## src/rtl/rmc_pkg.sv

```systemverilog
`timescale 1ns/1ps
package rmc_pkg;
  typedef enum logic [2:0] {
    CK_IDLE,
    CK_PUSH,
    CK_POP,
    CK_SWAP,   // push newest and drop oldest in one cycle
    CK_CLEAR
  } ck_op_e;
endpackage

```

## src/rtl/rmc_map_table.sv

```systemverilog
`timescale 1ns/1ps
module rmc_map_table #(
  parameter int NUM_ARCH = 8,
  parameter int PW       = 4,
  localparam int AW      = (NUM_ARCH > 1) ? $clog2(NUM_ARCH) : 1,
  localparam int MW      = NUM_ARCH * PW
) (
  input  logic          clk_i,
  input  logic          rst_ni,
  input  logic          wr_en_i,
  input  logic [AW-1:0] wr_idx_i,
  input  logic [PW-1:0] wr_tag_i,
  input  logic          restore_i,
  input  logic [MW-1:0] restore_map_i,
  input  logic [AW-1:0] rd_a_idx_i,
  input  logic [AW-1:0] rd_b_idx_i,
  input  logic [AW-1:0] rd_d_idx_i,
  output logic [PW-1:0] rd_a_tag_o,
  output logic [PW-1:0] rd_b_tag_o,
  output logic [PW-1:0] rd_d_tag_o,
  output logic [MW-1:0] map_next_o
);
  logic [PW-1:0] map_q [NUM_ARCH];
  logic [PW-1:0] map_n [NUM_ARCH];

  always_comb begin
    map_n = map_q;
    if (wr_en_i) map_n[wr_idx_i] = wr_tag_i;
  end

  // reads see the table before this cycle's write
  assign rd_a_tag_o = map_q[rd_a_idx_i];
  assign rd_b_tag_o = map_q[rd_b_idx_i];
  assign rd_d_tag_o = map_q[rd_d_idx_i];

  for (genvar g = 0; g < NUM_ARCH; g++) begin : g_flat
    assign map_next_o[g*PW +: PW] = map_n[g];
  end

  always_ff @(posedge clk_i or negedge rst_ni) begin
    if (!rst_ni) begin
      for (int i = 0; i < NUM_ARCH; i++) map_q[i] <= PW'(i);
    end else if (restore_i) begin
      for (int i = 0; i < NUM_ARCH; i++) map_q[i] <= restore_map_i[i*PW +: PW];
    end else begin
      map_q <= map_n;
    end
  end

  assert_map_write_R3: assert property (@(posedge clk_i) disable iff (!rst_ni)
    (wr_en_i && !restore_i) |=> map_q[$past(wr_idx_i)] == $past(wr_tag_i));

  assert_map_restore_R8: assert property (@(posedge clk_i) disable iff (!rst_ni)
    restore_i |=> map_q[0] == $past(restore_map_i[PW-1:0]));
endmodule

```

## src/rtl/rmc_free_list.sv

```systemverilog
`timescale 1ns/1ps
// NUM_PHYS must be a power of two: pointers wrap through their extra bit.
module rmc_free_list #(
  parameter int NUM_ARCH = 8,
  parameter int NUM_PHYS = 16,
  localparam int PW      = $clog2(NUM_PHYS),
  localparam int FPW     = PW + 1
) (
  input  logic           clk_i,
  input  logic           rst_ni,
  input  logic           alloc_i,
  input  logic           free_i,
  input  logic [PW-1:0]  free_tag_i,
  input  logic           restore_i,
  input  logic [FPW-1:0] restore_head_i,
  output logic [PW-1:0]  head_tag_o,
  output logic [FPW-1:0] head_after_o,
  output logic [FPW-1:0] count_o
);
  logic [PW-1:0]  slot_q [NUM_PHYS];
  logic [FPW-1:0] head_q, tail_q;

  assign head_tag_o   = slot_q[head_q[PW-1:0]];
  assign head_after_o = head_q + FPW'(alloc_i);
  assign count_o      = tail_q - head_q;

  always_ff @(posedge clk_i or negedge rst_ni) begin
    if (!rst_ni) begin
      for (int i = 0; i < NUM_PHYS; i++) slot_q[i] <= PW'(i);
      head_q <= FPW'(NUM_ARCH);
      tail_q <= FPW'(NUM_PHYS);
    end else begin
      if (free_i) begin
        slot_q[tail_q[PW-1:0]] <= free_tag_i;
        tail_q <= tail_q + FPW'(1);
      end
      head_q <= restore_i ? restore_head_i : head_after_o;
    end
  end

  assert_alloc_nonempty_R4: assert property (@(posedge clk_i) disable iff (!rst_ni)
    alloc_i |-> count_o != '0);

  assert_count_bound_R5: assert property (@(posedge clk_i) disable iff (!rst_ni)
    count_o <= FPW'(NUM_PHYS));

  assert_commit_grows_R5: assert property (@(posedge clk_i) disable iff (!rst_ni)
    (free_i && !alloc_i && !restore_i) |=> count_o == $past(count_o) + FPW'(1));
endmodule

```

## src/rtl/rmc_ckpt_fifo.sv

```systemverilog
`timescale 1ns/1ps
module rmc_ckpt_fifo #(
  parameter int DEPTH = 2,
  parameter int WIDTH = 37,
  localparam int IW   = (DEPTH > 1) ? $clog2(DEPTH) : 1,
  localparam int CW   = $clog2(DEPTH + 1)
) (
  input  logic             clk_i,
  input  logic             rst_ni,
  input  rmc_pkg::ck_op_e  op_i,
  input  logic [WIDTH-1:0] wr_data_i,
  output logic [WIDTH-1:0] rd_data_o,
  output logic             full_o,
  output logic             empty_o,
  output logic [CW-1:0]    count_o
);
  import rmc_pkg::*;

  logic [WIDTH-1:0] ent_q [DEPTH];
  logic [IW-1:0]    rd_q, wr_q;
  logic [CW-1:0]    cnt_q;
  logic             do_push, do_pop;

  function automatic logic [IW-1:0] ptr_inc(input logic [IW-1:0] p);
    return (p == IW'(DEPTH - 1)) ? '0 : p + IW'(1);
  endfunction

  assign do_push   = (op_i == CK_PUSH) || (op_i == CK_SWAP);
  assign do_pop    = (op_i == CK_POP)  || (op_i == CK_SWAP);
  assign rd_data_o = ent_q[rd_q];
  assign full_o    = cnt_q == CW'(DEPTH);
  assign empty_o   = cnt_q == '0;
  assign count_o   = cnt_q;

  always_ff @(posedge clk_i or negedge rst_ni) begin
    if (!rst_ni) begin
      for (int i = 0; i < DEPTH; i++) ent_q[i] <= '0;
      rd_q  <= '0;
      wr_q  <= '0;
      cnt_q <= '0;
    end else if (op_i == CK_CLEAR) begin
      rd_q  <= '0;
      wr_q  <= '0;
      cnt_q <= '0;
    end else begin
      if (do_push) begin
        ent_q[wr_q] <= wr_data_i;
        wr_q        <= ptr_inc(wr_q);
      end
      if (do_pop) rd_q <= ptr_inc(rd_q);
      cnt_q <= cnt_q + CW'(do_push) - CW'(do_pop);
    end
  end

  assert_no_overflow_R6: assert property (@(posedge clk_i) disable iff (!rst_ni)
    (op_i == CK_PUSH) |-> !full_o);

  assert_no_underflow_R7: assert property (@(posedge clk_i) disable iff (!rst_ni)
    do_pop |-> !empty_o);

  assert_clear_empties_R8: assert property (@(posedge clk_i) disable iff (!rst_ni)
    (op_i == CK_CLEAR) |=> empty_o);
endmodule

```

## src/rtl/rename_ckpt_unit.sv

```systemverilog
`timescale 1ns/1ps
module rename_ckpt_unit #(
  parameter int NUM_ARCH = 8,
  parameter int NUM_PHYS = 16,
  parameter int NUM_CKPT = 2,
  localparam int AW      = (NUM_ARCH > 1) ? $clog2(NUM_ARCH) : 1,
  localparam int PW      = $clog2(NUM_PHYS),
  localparam int FPW     = PW + 1,
  localparam int MW      = NUM_ARCH * PW,
  localparam int CKW     = MW + FPW,
  localparam int CW      = $clog2(NUM_CKPT + 1)
) (
  input  logic           clk_i,
  input  logic           rst_ni,
  input  logic           ren_valid_i,
  input  logic           ren_branch_i,
  input  logic           ren_dst_en_i,
  input  logic [AW-1:0]  ren_src_a_i,
  input  logic [AW-1:0]  ren_src_b_i,
  input  logic [AW-1:0]  ren_dst_i,
  output logic           ren_ready_o,
  output logic [PW-1:0]  ren_src_a_tag_o,
  output logic [PW-1:0]  ren_src_b_tag_o,
  output logic [PW-1:0]  ren_dst_tag_o,
  output logic [PW-1:0]  ren_prev_tag_o,
  input  logic           res_valid_i,
  input  logic           res_taken_i,
  input  logic           res_mispredict_i,
  input  logic           cmt_valid_i,
  input  logic [PW-1:0]  cmt_tag_i,
  output logic           flush_o,
  output logic [FPW-1:0] free_cnt_o,
  output logic [CW-1:0]  ckpt_cnt_o
);
  import rmc_pkg::*;

  logic           mispredict, drop, restore;
  logic           fire, alloc, push;
  logic           ck_full, ck_empty;
  ck_op_e         ck_op;
  logic [MW-1:0]  map_next;
  logic [FPW-1:0] head_after;
  logic [CKW-1:0] ck_rd;
  logic           flush_q;

  assign mispredict  = res_valid_i & res_mispredict_i;
  assign drop        = res_valid_i & ~res_mispredict_i & res_taken_i;
  assign restore     = mispredict & ~ck_empty;
  assign ren_ready_o = ~mispredict
                     & (~ren_dst_en_i | (free_cnt_o != '0))
                     & (~ren_branch_i | ~ck_full);
  assign fire        = ren_valid_i & ren_ready_o;
  assign alloc       = fire & ren_dst_en_i;
  assign push        = fire & ren_branch_i;

  always_comb begin
    ck_op = CK_IDLE;
    if (restore)                      ck_op = CK_CLEAR;
    else if (push && drop && !ck_empty) ck_op = CK_SWAP;
    else if (push)                    ck_op = CK_PUSH;
    else if (drop && !ck_empty)       ck_op = CK_POP;
  end

  rmc_map_table #(.NUM_ARCH(NUM_ARCH), .PW(PW)) u_map (
    .clk_i         (clk_i),
    .rst_ni        (rst_ni),
    .wr_en_i       (alloc),
    .wr_idx_i      (ren_dst_i),
    .wr_tag_i      (ren_dst_tag_o),
    .restore_i     (restore),
    .restore_map_i (ck_rd[FPW +: MW]),
    .rd_a_idx_i    (ren_src_a_i),
    .rd_b_idx_i    (ren_src_b_i),
    .rd_d_idx_i    (ren_dst_i),
    .rd_a_tag_o    (ren_src_a_tag_o),
    .rd_b_tag_o    (ren_src_b_tag_o),
    .rd_d_tag_o    (ren_prev_tag_o),
    .map_next_o    (map_next)
  );

  rmc_free_list #(.NUM_ARCH(NUM_ARCH), .NUM_PHYS(NUM_PHYS)) u_free (
    .clk_i          (clk_i),
    .rst_ni         (rst_ni),
    .alloc_i        (alloc),
    .free_i         (cmt_valid_i),
    .free_tag_i     (cmt_tag_i),
    .restore_i      (restore),
    .restore_head_i (ck_rd[FPW-1:0]),
    .head_tag_o     (ren_dst_tag_o),
    .head_after_o   (head_after),
    .count_o        (free_cnt_o)
  );

  // snapshot is taken after the branch's own rename
  rmc_ckpt_fifo #(.DEPTH(NUM_CKPT), .WIDTH(CKW)) u_ckpt (
    .clk_i     (clk_i),
    .rst_ni    (rst_ni),
    .op_i      (ck_op),
    .wr_data_i ({map_next, head_after}),
    .rd_data_o (ck_rd),
    .full_o    (ck_full),
    .empty_o   (ck_empty),
    .count_o   (ckpt_cnt_o)
  );

  always_ff @(posedge clk_i or negedge rst_ni) begin
    if (!rst_ni) flush_q <= 1'b0;
    else         flush_q <= mispredict;
  end
  assign flush_o = flush_q;

  assert_flush_after_mispredict_R10: assert property (@(posedge clk_i) disable iff (!rst_ni)
    mispredict |=> flush_o);

  assert_flush_single_R10: assert property (@(posedge clk_i) disable iff (!rst_ni)
    !mispredict |=> !flush_o);

  assert_drop_oldest_R7: assert property (@(posedge clk_i) disable iff (!rst_ni)
    (drop && !push && ckpt_cnt_o != '0) |=> ckpt_cnt_o == $past(ckpt_cnt_o) - CW'(1));

  assert_restore_empties_R8: assert property (@(posedge clk_i) disable iff (!rst_ni)
    mispredict |=> ckpt_cnt_o == '0);
endmodule

```

## config.mk

```make
export PLATFORM = sky130hd
export DESIGN_NAME = rename_ckpt_unit
export DESIGN_NICKNAME = d
export VERILOG_FILES = /design/src/rtl/rmc_pkg.sv /design/src/rtl/rmc_map_table.sv /design/src/rtl/rmc_free_list.sv /design/src/rtl/rmc_ckpt_fifo.sv /design/src/rtl/rename_ckpt_unit.sv
export SDC_FILE = /design/constraint.sdc
export NUM_CORES = 1
export LEC_CHECK = 0
export ABC_CLOCK_PERIOD_IN_PS = 3200
export BUFFER_PORTS_ARGS = -buffer_cell sky130_fd_sc_hd__buf_2
export CORE_MARGIN = 2
export CORE_UTILIZATION = 30
export DETAILED_ROUTE_END_ITERATION = 12
export REMOVE_ABC_BUFFERS = 1
export SKIP_LAST_GASP = 1
export SLEW_MARGIN = 5
export SYNTH_ARGS = -nofsm -noshare
export SYNTH_HDL_FRONTEND = slang
export SYNTH_SLANG_ARGS = --single-unit
```

## constraint.sdc

```tcl
create_clock -name clk_i -period 3.2 [get_ports clk_i]
set_input_delay 0.16 -clock clk_i [delete_from_list [all_inputs] [get_ports clk_i]]
set_output_delay 0.16 -clock clk_i [all_outputs]
set_load 0.1 [all_outputs]
```

==> results.md, run 1 <==
- Crit-path slowest cell: mux4_2
- Setup ws final: 0.152 ns
- Clock transition at path regs: 0.07 ns
- Starting Density: 30.3%
- Slew @ Worst Pin: 0.701 ns
- Initial drt markers: 627
- Crit path depth: 4
- Final Hold Vio Count: 0
- Most frequent cells in the layout: dfrtp_1 (138), a31oi_1 (97), mux2_1 (78)
- Via count: 7188
- Setup violations, final: 0
- Clock buffer depth: 2
- Critical Path Max Stage Delay: 0.73 ns
- Vias in the first global route: 7149
- Die X-Extent: 185 µm
- ANT nets after route: 0
- Core ar.: 0.0324 mm²
- Layout cells sized above 1: 27.2%
- Synth Warn #: 0
- Post-DR wirelength/cell: 19.2 µm
- Setup WS pre-CTS: 0.166 ns
- Post-synthesis instance area: 0.00980 mm²
- Grt ovf: 0
- Top_reg_cell synth: dfrtp_1
- First-pass GRT wire length: 40.4 mm
- Critical path buffers and inverters: 2
- RSZ-0062 raised after global routing: no
- Post-synth EDFFs: 0
- Std-Cell Rows: 66
- Hold Path Stages: 3
- Slew headroom: 52.9%
- Yosys reg bits: 185
- DRC: 0
- Largest net degree at the start of global routing: 66
- Clk_lat worst skew: 0.43 ns
- Top-Level Pins: 47
- Depth of the CTS H-tree: 4
- I/O Buffers: 46
- Setup Skew: 0.0120 ns
- Period minus WS final: 3.05 ns
- CTS tree: yes
- Critical path arrival: 2.89 ns
- DRT Pass-1 Iters: 5
- Cells traversed along the worst timing path: buf_4 > mux4_1 > mux4_2 > buf_2
- Syn-to-layout area delta: 13.2%
- Crit Path Max Fanout: 17
- Netlist cell types: 45
- Fmax: 328 MHz
- Final Cycle Share: 95.3%
- DRT Wirelength: 25.1 mm
- Final max-slew violation count: 0
- Clk root buf: clkbuf_16
- Setup tns final: 0 ns
- Post-DR vias/cell: 5.50
- Num Clock Sinks: 185
- Initial antenna violation count: 1
- Commonest non-fill, non-tap cell in the layout: dfrtp_1
- Filler cells: 3278
- Syn avg cell area: 11.8 µm²
- Top delay family on crit path: multiplexers
- Worst Path Required: 3.04 ns
- Post-Route Utilization: 34.3%
- Hold_ws: 0.0417 ns
- Ys async rst share: 100%
- Synth area leaders: dfrtp_1 (36%), dfstp_2 (12%), mux2_1 (9.0%)
- Global Route Usage Sum: 15.3%
- Post-synthesis cell count: 827
- Nature of the critical path startpoint: register
- GPL Wtd Cong: 0.938
- Die ar.: 0.0341 mm²
- CP Class: reg -> out
- CTS buffer count: 17
- CP Capture Type: output pin
- DIE HEIGHT: 185 µm
- Diode count: 0
- Outcome: completed
- MaxCap Viol Count: 0
- Nets: 887
- Reg2reg path depth: 14
- Yosys top cell area share: 35.5%
- Sequential area share after synthesis: 47.8%
- Min-delay worst type: in -> reg
- Area leader, netlist: dfrtp_1
- Detail Placement HPWL: 16.9 mm
registers in the layout, summed over array words and instances, names as in the netlist:
name            count
u_free.tail_q       5
u_ckpt.rd_q         1
u_free.head_q       5
u_free.slot_q      64
u_map.map_q        32
u_ckpt.wr_q         1
u_ckpt.count_o      2
flush_o             1
u_ckpt.ent_q       74
final cells by class:
type | count | area, µm² | share of cell area [%]
repair buffers | 76 | 523 | 4.72
well taps | 442 | 553 | 4.99
multi-input cells | 555 | 4680 | 42.2
inverters | 17 | 66.3 | 0.598
flip-flops and latches | 185 | 4690 | 42.3
clock buffers | 22 | 464 | 4.18
clock inverters | 10 | 118 | 1.06
what timing repair did:
| action | 4_1_cts | 5_1_grt |
|---|---|---|
| buffers inserted | 0 | 1 |
| hold buffers | 1 | 0 |
| hold endpoints to repair | 46 | 0 |
| resized for setup | 0 | 2 |
| endpoints found under the setup margin | 0 | 4 |
per-layer routing:
metal / up-vias / global-route usage (%) / part of all wire (%)
li1: 3209 / - / -
met1: 3704 / 21.6 / 46
met2: 238 / 23.5 / 46
met3: 35 / 3.66 / 6.3
met4: 2 / 3.97 / 1.5
met5: - / 0 / 0.032
cell usage after synthesis, types with 3 or more instances:
| cell type | instances |
|---|---|
| dfrtp_1 | 139 |
| a31oi_1 | 97 |
| mux2_1 | 78 |
| a21oi_1 | 71 |
| dfstp_2 | 46 |
| nor2b_1 | 38 |
| a211oi_1 | 34 |
| o21ai_1 | 33 |
| nand3_2 | 32 |
| clkbuf_1 | 30 |
| mux4_2 | 26 |
| buf_2 | 23 |
| nand3_1 | 19 |
| nor2_1 | 19 |
| ha_1 | 12 |
| inv_1 | 11 |
| mux4_1 | 10 |
| a221oi_1 | 9 |
| nand2_1 | 9 |
| and3_2 | 8 |
| buf_6 | 8 |
| mux2_2 | 8 |
| xnor2_1 | 8 |
| mux2i_1 | 7 |
| nand4_1 | 5 |
| nor3_1 | 5 |
| xor2_1 | 5 |
| and2_1 | 4 |
| and3_1 | 4 |
| inv_2 | 4 |
| o22ai_1 | 4 |
| buf_4 | 3 |
| dlygate4sd1_1 | 3 |
cells by family (layout without fill, tap and decap cells):
| family | Yosys count | after routing | synth area share, % |
|---|---|---|---|
| flip-flops | 185 | 185 | 47.8 |
| AND/OR/NAND/NOR | 145 | 145 | 9.57 |
| XOR/XNOR | 13 | 13 | 1.16 |
| multiplexers | 129 | 129 | 19.3 |
| AO/OA/AOI/OAI | 255 | 255 | 15.7 |
| adder cells (fa/ha/maj) | 13 | 13 | 1.74 |
| buffers and inverters | 87 | 125 | 4.74 |
worst min-delay path: stages:
cell and delay (ns):
buf_2 0.09, nor3_1 0.07, mux2i_1 0.11
path summary, 6_finish.rpt:
check / startpoint / to / slack (ns)
worst min-delay path: res_mispredict_i / u_ckpt.rd_q$_DFFE_PN0P_ / 0.04
worst max register to register: u_free.tail_q[0]$_DFFE_PN0P_ / u_ckpt.ent_q[41]$_DFFE_PN0P_ / 0.23
worst min register to register: u_free.slot_q[54]$_DFFE_PN0P_ / u_free.slot_q[54]$_DFFE_PN0P_ / 0.49
max in group asynchronous: rst_ni / u_free.slot_q[53]$_DFFE_PN1P_ / 2.10
min in group asynchronous: rst_ni / u_free.slot_q[4]$_DFFE_PN0P_ / 0.23
worst max-delay path: u_free.head_q[0]$_DFF_PN0_ / ren_dst_tag_o[1] / 0.15
metrics by stage:
step	instance area, µm²	cells
detailed placement	10500	1273
CTS	11100	1306
global route	11100	1307
floorplan	9400	757
global placement	10500	1273
finish	11100	1307
Power of run 1 is not shown: default switching activity piles up to over one toggle a cycle in this logic, so the estimate is an artifact.
==> run 2, diff against run 1 <==
--- a/config.mk
+++ b/config.mk
@@ -15,4 +15,5 @@
 export SLEW_MARGIN = 5
 export SYNTH_ARGS = -nofsm -noshare
 export SYNTH_HDL_FRONTEND = slang
+export SYNTH_HIERARCHICAL = 1
 export SYNTH_SLANG_ARGS = --single-unit
==> results.md, run 2 <==
- Outcome: finished, violations left
- Failing checks: negative setup slack
- Starting Density: 30.6%
- Post-DR wirelength/cell: 19.3 µm
- DRT Wirelength: 22.6 mm
- Critical path arrival: 3.70 ns
- Reg2reg path depth: 15
- RSZ-0062 raised after global routing: yes
- Setup WS pre-CTS: -0.867 ns
- ANT nets after route: 0
- Nature of the critical path startpoint: register
- MaxCap Viol Count: 0
- Biggest regs: u_ckpt/ent_q (74), u_free/slot_q (64), u_map/map_q (32)
- Final Cycle Share: 106%
- CTS buffer count: 17
- RR Endpoint: u_ckpt/ent_q[14]$_DFFE_PN0P_
- DIE HEIGHT: 184 µm
- Power, Total: 12.7 mW
- Dpl cells: 1127
- Layout cells sized above 1: 66.4%
- Placement Cell Area: 0.0107 mm²
- Largest net degree at the start of global routing: 73
- Post-Route Utilization: 37.2%
- Setup Skew: 0.0115 ns
- Worst Path Required: 3.52 ns
- Via count: 5726
- Diode count: 0
- I/O Buffers: 46
- Synth area leaders: dfrtp_1 (36%), mux2_2 (26%), dfstp_2 (12%)
- Synth Warn #: 6
- Period minus WS final: 3.38 ns
- Pwr dens: 1070 mW/mm²
- First-pass GRT wire length: 35.3 mm
- Clk root buf: clkbuf_16
- Die ar.: 0.0339 mm²
- Max FFs per register: 74
- Netlist cell types: 42
- Most frequent cells in the layout: mux2_2 (183), dfrtp_1 (138), mux2_4 (73)
- Global Route Usage Sum: 13.6%
- Reg2reg start: u_free/head_q[0]$_DFF_PN0_
- Syn-to-layout area delta: 21.5%
- Slew @ Worst Pin: 0.722 ns
- Setup tns final: -12.10 ns
- Initial antenna violation count: 0
- Commonest non-fill, non-tap cell in the layout: mux2_2
- Pleak: 5.40 nW
- Top_reg_cell synth: dfrtp_1
- Crit path capture: u_ckpt/ent_q[14]$_DFFE_PN0P_
- Most flop-heavy register: u_ckpt/ent_q
- Post-synth EDFFs: 0
- Nets: 760
- Final Hold Vio Count: 0
- Detail Placement HPWL: 14.1 mm
- Yosys reg bits: 185
- Top-Level Pins: 47
- CP Capture Type: register
- Post-Layout Cell Count: 1173
- Ys async rst share: 100%
- Slew headroom: 51.7%
- Synth cell count leaders: mux2_2 (225), dfrtp_1 (139), dfstp_2 (46), mux2_4 (31), mux4_2 (24)
- GPL Wtd Cong: 0.796
- CTS tree: yes
- Post-synthesis instance area: 0.00974 mm²
- Setup ws final: -0.179 ns
- Die X-Extent: 184 µm
- Yosys top cell area share: 35.7%
- Setup slack, reg-to-reg: -0.18 ns
- Post-synthesis cell count: 640
- Fmax: 296 MHz
- CP Class: reg -> reg
- Setup violations, final: 108
- Fin area: 0.0118 mm²
- Num Clock Sinks: 185
- Post-DR vias/cell: 4.88
- Clk_lat worst skew: 0.44 ns
- Vias in the first global route: 6058
- Clock buffer depth: 2
- DRT Pass-1 Iters: 4
- Std-Cell Rows: 65
- Grt ovf: 0
- Sequential area share after synthesis: 48.1%
- DRC: 0
- Hold_ws: 0.106 ns
- Crit Path Max Fanout: 6
- Count leader, synth: mux2_2
- Depth of the CTS H-tree: 4
- Core ar.: 0.0318 mm²
- Final max-slew violation count: 0
- Initial drt markers: 262
- Peak supply drop: 2080 µV
- Area leader, netlist: dfrtp_1
- Critical path origin: u_free/head_q[0]$_DFF_PN0_
- Clock transition at path regs: 0.07 ns
- Syn avg cell area: 15.2 µm²
- Min-delay worst type: in -> reg
run 2: cell types whose count changed in the layout (fill, tap and decap cells not counted), sizes merged, moves of 5 or more:
cell / change
a211oi: -32
a21oi: -67
a221oi: -5
a31oi: -97
and3: -12
buf: +22
mux2: +170
mux2i: +5
nand3: -42
nor2: -10
nor2b: -33
o21ai: -25
run 2: report_power, final:
part / switching (mW) / total [mW] / internal, mW
logic: 3.83 / 6.67 / 2.84
registers: 0.564 / 3.93 / 3.36
clock network: 0.959 / 2.11 / 1.15
total: 5.35 / 12.7 / 7.36
run 2: critical path, stage by stage (launching register included):
cell,delay (ns)
dfrtp_1,0.41
ha_4,0.18
fa_2,0.37
inv_2,0.06
a21o_1,0.13
a21oi_2,0.07
xnor2_2,0.14
or4b_4,0.50
o31ai_4,0.18
buf_6,0.16
buf_4,0.11
nor2_2,0.05
buf_4,0.14
nand3b_4,0.19
clkbuf_16,0.22
mux2_2,0.33
run 2: kinds of logic after synthesis:
logic type      after synthesis  share of synthesized area, %
mux                         304                          40.8
buf+inv                      47                          2.59
simple gates                 55                          4.07
xor+xnor                     14                          1.26
fa+ha+maj                    13                          1.75
flops                       185                          48.1
compound gates               22                          1.44
run 2: what timing repair did:
| item | 4_1_cts | 5_1_grt |
|---|---|---|
| gates cloned | 2 | 3 |
| hold endpoints to repair | 42 | 0 |
| hold buffers | 1 | 0 |
| gates resized for setup | 16 | 61 |
| setup buffers | 4 | 5 |
| pin swaps | 11 | 8 |
| endpoints found under the setup margin | 114 | 114 |
run 2: routing by layer:
layer / GRT usage [%] / wire, µm
met1: 19.0 / 11100
met2: 21.8 / 10400
met3: 2.71 / 868
met4: 3.07 / 187
met5: 0 / 0
run 2: worst min path at each step:
stage / from / endpoint / slack [ns] / cells after the start
2_1_floorplan: rst_ni / flush_o$_DFF_PN0_ / -0.14 / 0
3_3_place_gp: rst_ni / u_ckpt/ent_q[21]$_DFFE_PN0P_ / 0.16 / 1
3_5_place_dp: rst_ni / u_ckpt/ent_q[21]$_DFFE_PN0P_ / 0.16 / 1
4_1_cts: res_valid_i / flush_o$_DFF_PN0_ / 0.10 / 3
5_1_grt: res_valid_i / flush_o$_DFF_PN0_ / 0.12 / 3
6_report: res_valid_i / flush_o$_DFF_PN0_ / 0.11 / 3
run 2: cell type report:
type / count / area [µm²]
fillers: 3002 / 20000
multi-input cells: 410 / 5130
flip-flops and latches: 185 / 4690
clock inverters: 12 / 115
repair buffers: 99 / 852
well taps: 435 / 544
inverters: 12 / 45.0
clock buffers: 20 / 467
(Power assumes the default switching activity.)
==> run 3, diff against run 2 <==
--- a/config.mk
+++ b/config.mk
@@ -5,11 +5,11 @@
 export SDC_FILE = /design/constraint.sdc
 export NUM_CORES = 1
 export LEC_CHECK = 0
-export ABC_CLOCK_PERIOD_IN_PS = 3200
 export BUFFER_PORTS_ARGS = -buffer_cell sky130_fd_sc_hd__buf_2
 export CORE_MARGIN = 2
-export CORE_UTILIZATION = 30
+export CORE_UTILIZATION = 56
 export DETAILED_ROUTE_END_ITERATION = 12
+export PLACE_DENSITY = 0.77
 export REMOVE_ABC_BUFFERS = 1
 export SKIP_LAST_GASP = 1
 export SLEW_MARGIN = 5
==> results.md, run 3 (synthesis results as in run 2) <==
- Outcome: finished, violations left
- Failing checks: negative setup slack
- Cells traversed along the worst timing path: ha_4 > fa_2 > inv_2 > a21o_1 > a21oi_2 > xnor2_2 > or4b_4 > o31ai_4 > buf_6 > nor2_4 > buf_6 > nand3b_4 > bufbuf_16 > mux2_2
- Largest net degree at the start of global routing: 87
- Via count: 6088
- Final max-slew violation count: 0
- Final Hold Vio Count: 0
- Grt ovf: 0
- Diode count: 0
- CP Class: reg -> reg
- Clock power frac: 15.4%
- Top cell by count, worst path: buf_6
- Min-delay worst type: in -> reg
- Final Cycle Share: 107%
- Clock transition at path regs: 0.06 ns
- Critical path arrival: 3.73 ns
- Slew @ Worst Pin: 0.816 ns
- DR top layer: met4
- Dpl cells: 914
- Fmax: 292 MHz
- Setup WS pre-CTS: -0.829 ns
- Sequential power share: 30.9%
- GPL Wtd Cong: 0.853
- Post-DR vias/cell: 6.28
- MaxCap Viol Count: 0
- Post-Layout Cell Count: 969
- Pwr dens: 1100 mW/mm²
- Initial antenna violation count: 0
- Power, Total: 13.0 mW
- DIE HEIGHT: 136 µm
- Nature of the critical path startpoint: register
- DRT Pass-1 Iters: 5
- Top-Level Pins: 47
- Most frequent cells in the layout: mux2_2 (171), dfrtp_1 (139), mux2_4 (85)
- I/O Buffers: 46
- Reg2reg path depth: 14
- Setup violations, final: 114
- Critical Path Max Stage Delay: 0.51 ns
- Clock buffer depth: 2
- P_sw: 5.45 mW
- Biggest regs: u_ckpt/ent_q (74), u_free/slot_q (64), u_map/map_q (32)
- Syn-to-layout area delta: 20.9%
- Peak supply drop: 1350 µV
- DRT Wirelength: 23.6 mm
- Pint: 7.52 mW
- Detail Placement HPWL: 14.3 mm
- Commonest non-fill, non-tap cell in the layout: mux2_2
- Routed wl met2: 12.4 mm
- Die X-Extent: 136 µm
- Crit Path Max Fanout: 6
- Setup tns final: -18.68 ns
- Initial drt markers: 412
- Depth of the CTS H-tree: 4
- Wl on met1: 9.50 mm
- Num Clock Sinks: 185
- Global Route Usage Sum: 25.3%
- Worst Path Required: 3.51 ns
- Filler cells: 1138
- Comb pwr share: 53.7%
- CP Capture Type: register
- Std-Cell Rows: 48
- Hold_ws: 0.0952 ns
- Setup Skew: 0.0127 ns
- Post-DR wirelength/cell: 24.3 µm
- Top delay family on crit path: simple AND/OR/NAND/NOR gates
- First-pass GRT wire length: 35.3 mm
- Die ar.: 0.0185 mm²
- Crit-path slowest cell: or4b_4
- Max FFs per register: 74
- Clk_lat worst skew: 0.43 ns
- Pleak: 5.45 nW
- Nets: 766
- Core ar.: 0.0172 mm²
- Crit path depth: 14
- Most flop-heavy register: u_ckpt/ent_q
- Layout cells sized above 1: 66.5%
- CTS buffer count: 17
- CTS tree: yes
- DRC: 0
- Hold Path Stages: 3
- Met3 wire length: 1.16 mm
- Switching Share: 42.0%
- Slew headroom: 45.6%
- Period minus WS final: 3.43 ns
- Setup ws final: -0.226 ns
- RSZ-0062 raised after global routing: yes
- Vias in the first global route: 6497
- Critical path buffers and inverters: 4
- Clk root buf: clkbuf_16
- Starting Density: 56.7%
- ANT nets after route: 0
run 3: layout make-up:
class	instances	area, µm²	area share [%]
clock buffers	25	485	4.12
clock inverters	7	70.1	0.595
inverters	12	47.5	0.404
multi-input cells	410	5270	44.7
flip-flops and latches	185	4690	39.8
well taps	225	282	2.39
repair buffers	105	943	8.01
run 3: path summary, 6_finish.rpt:
check	start	end	slack, ns
max	u_free/head_q[0]$_DFF_PN0_	u_ckpt/ent_q[13]$_DFFE_PN0P_	-0.23
min	res_valid_i	flush_o$_DFF_PN0_	0.1
max reg2reg	u_free/head_q[0]$_DFF_PN0_	u_ckpt/ent_q[13]$_DFFE_PN0P_	-0.23
min reg2reg	u_free/slot_q[59]$_DFFE_PN0P_	u_free/slot_q[59]$_DFFE_PN0P_	0.50
max in group asynchronous	rst_ni	u_free/slot_q[24]$_DFFE_PN1P_	1.89
min in group asynchronous	rst_ni	u_map/map_q[25]$_DFF_PN0_	0.31
run 3: power groups by stage:
stage / logic [mW] / clock network, mW / registers, mW
5_1_grt: 7.29 / 2.13 / 4.11
2_1_floorplan: 4.46 / 0 / 4.09
6_report: 6.96 / 1.99 / 4.01
3_3_place_gp: 6.07 / 0 / 3.88
3_5_place_dp: 6.25 / 0 / 3.97
4_1_cts: 6.53 / 2.02 / 3.96
run 3: layer usage:
metal,vias up,GRT usage [%]
met2,203,44.7
met5,-,0
met1,3250,31.0
met3,52,5.22
li1,2583,-
met4,0,8.80
run 3: worst min-delay path: stages:
cell and delay (ns):
buf_2 0.09, nand2_1 0.15, inv_1 0.09
run 3: metrics by stage:
step | area (µm²) | utilization, %
detailed placement | 10400 | 60.7
global route | 11800 | 68.6
global placement | 10400 | 60.7
finish | 11800 | 68.6
floorplan | 9540 | -
CTS | 11400 | 66.1
run 3: timing repair:
item,4_1_cts,5_1_grt
resized for setup,37,76
hold buffers,1,0
endpoints found under the setup margin,114,114
endpoints found under the hold margin,55,0
gates cloned,3,3
pin swaps,17,18
setup buffers,14,6
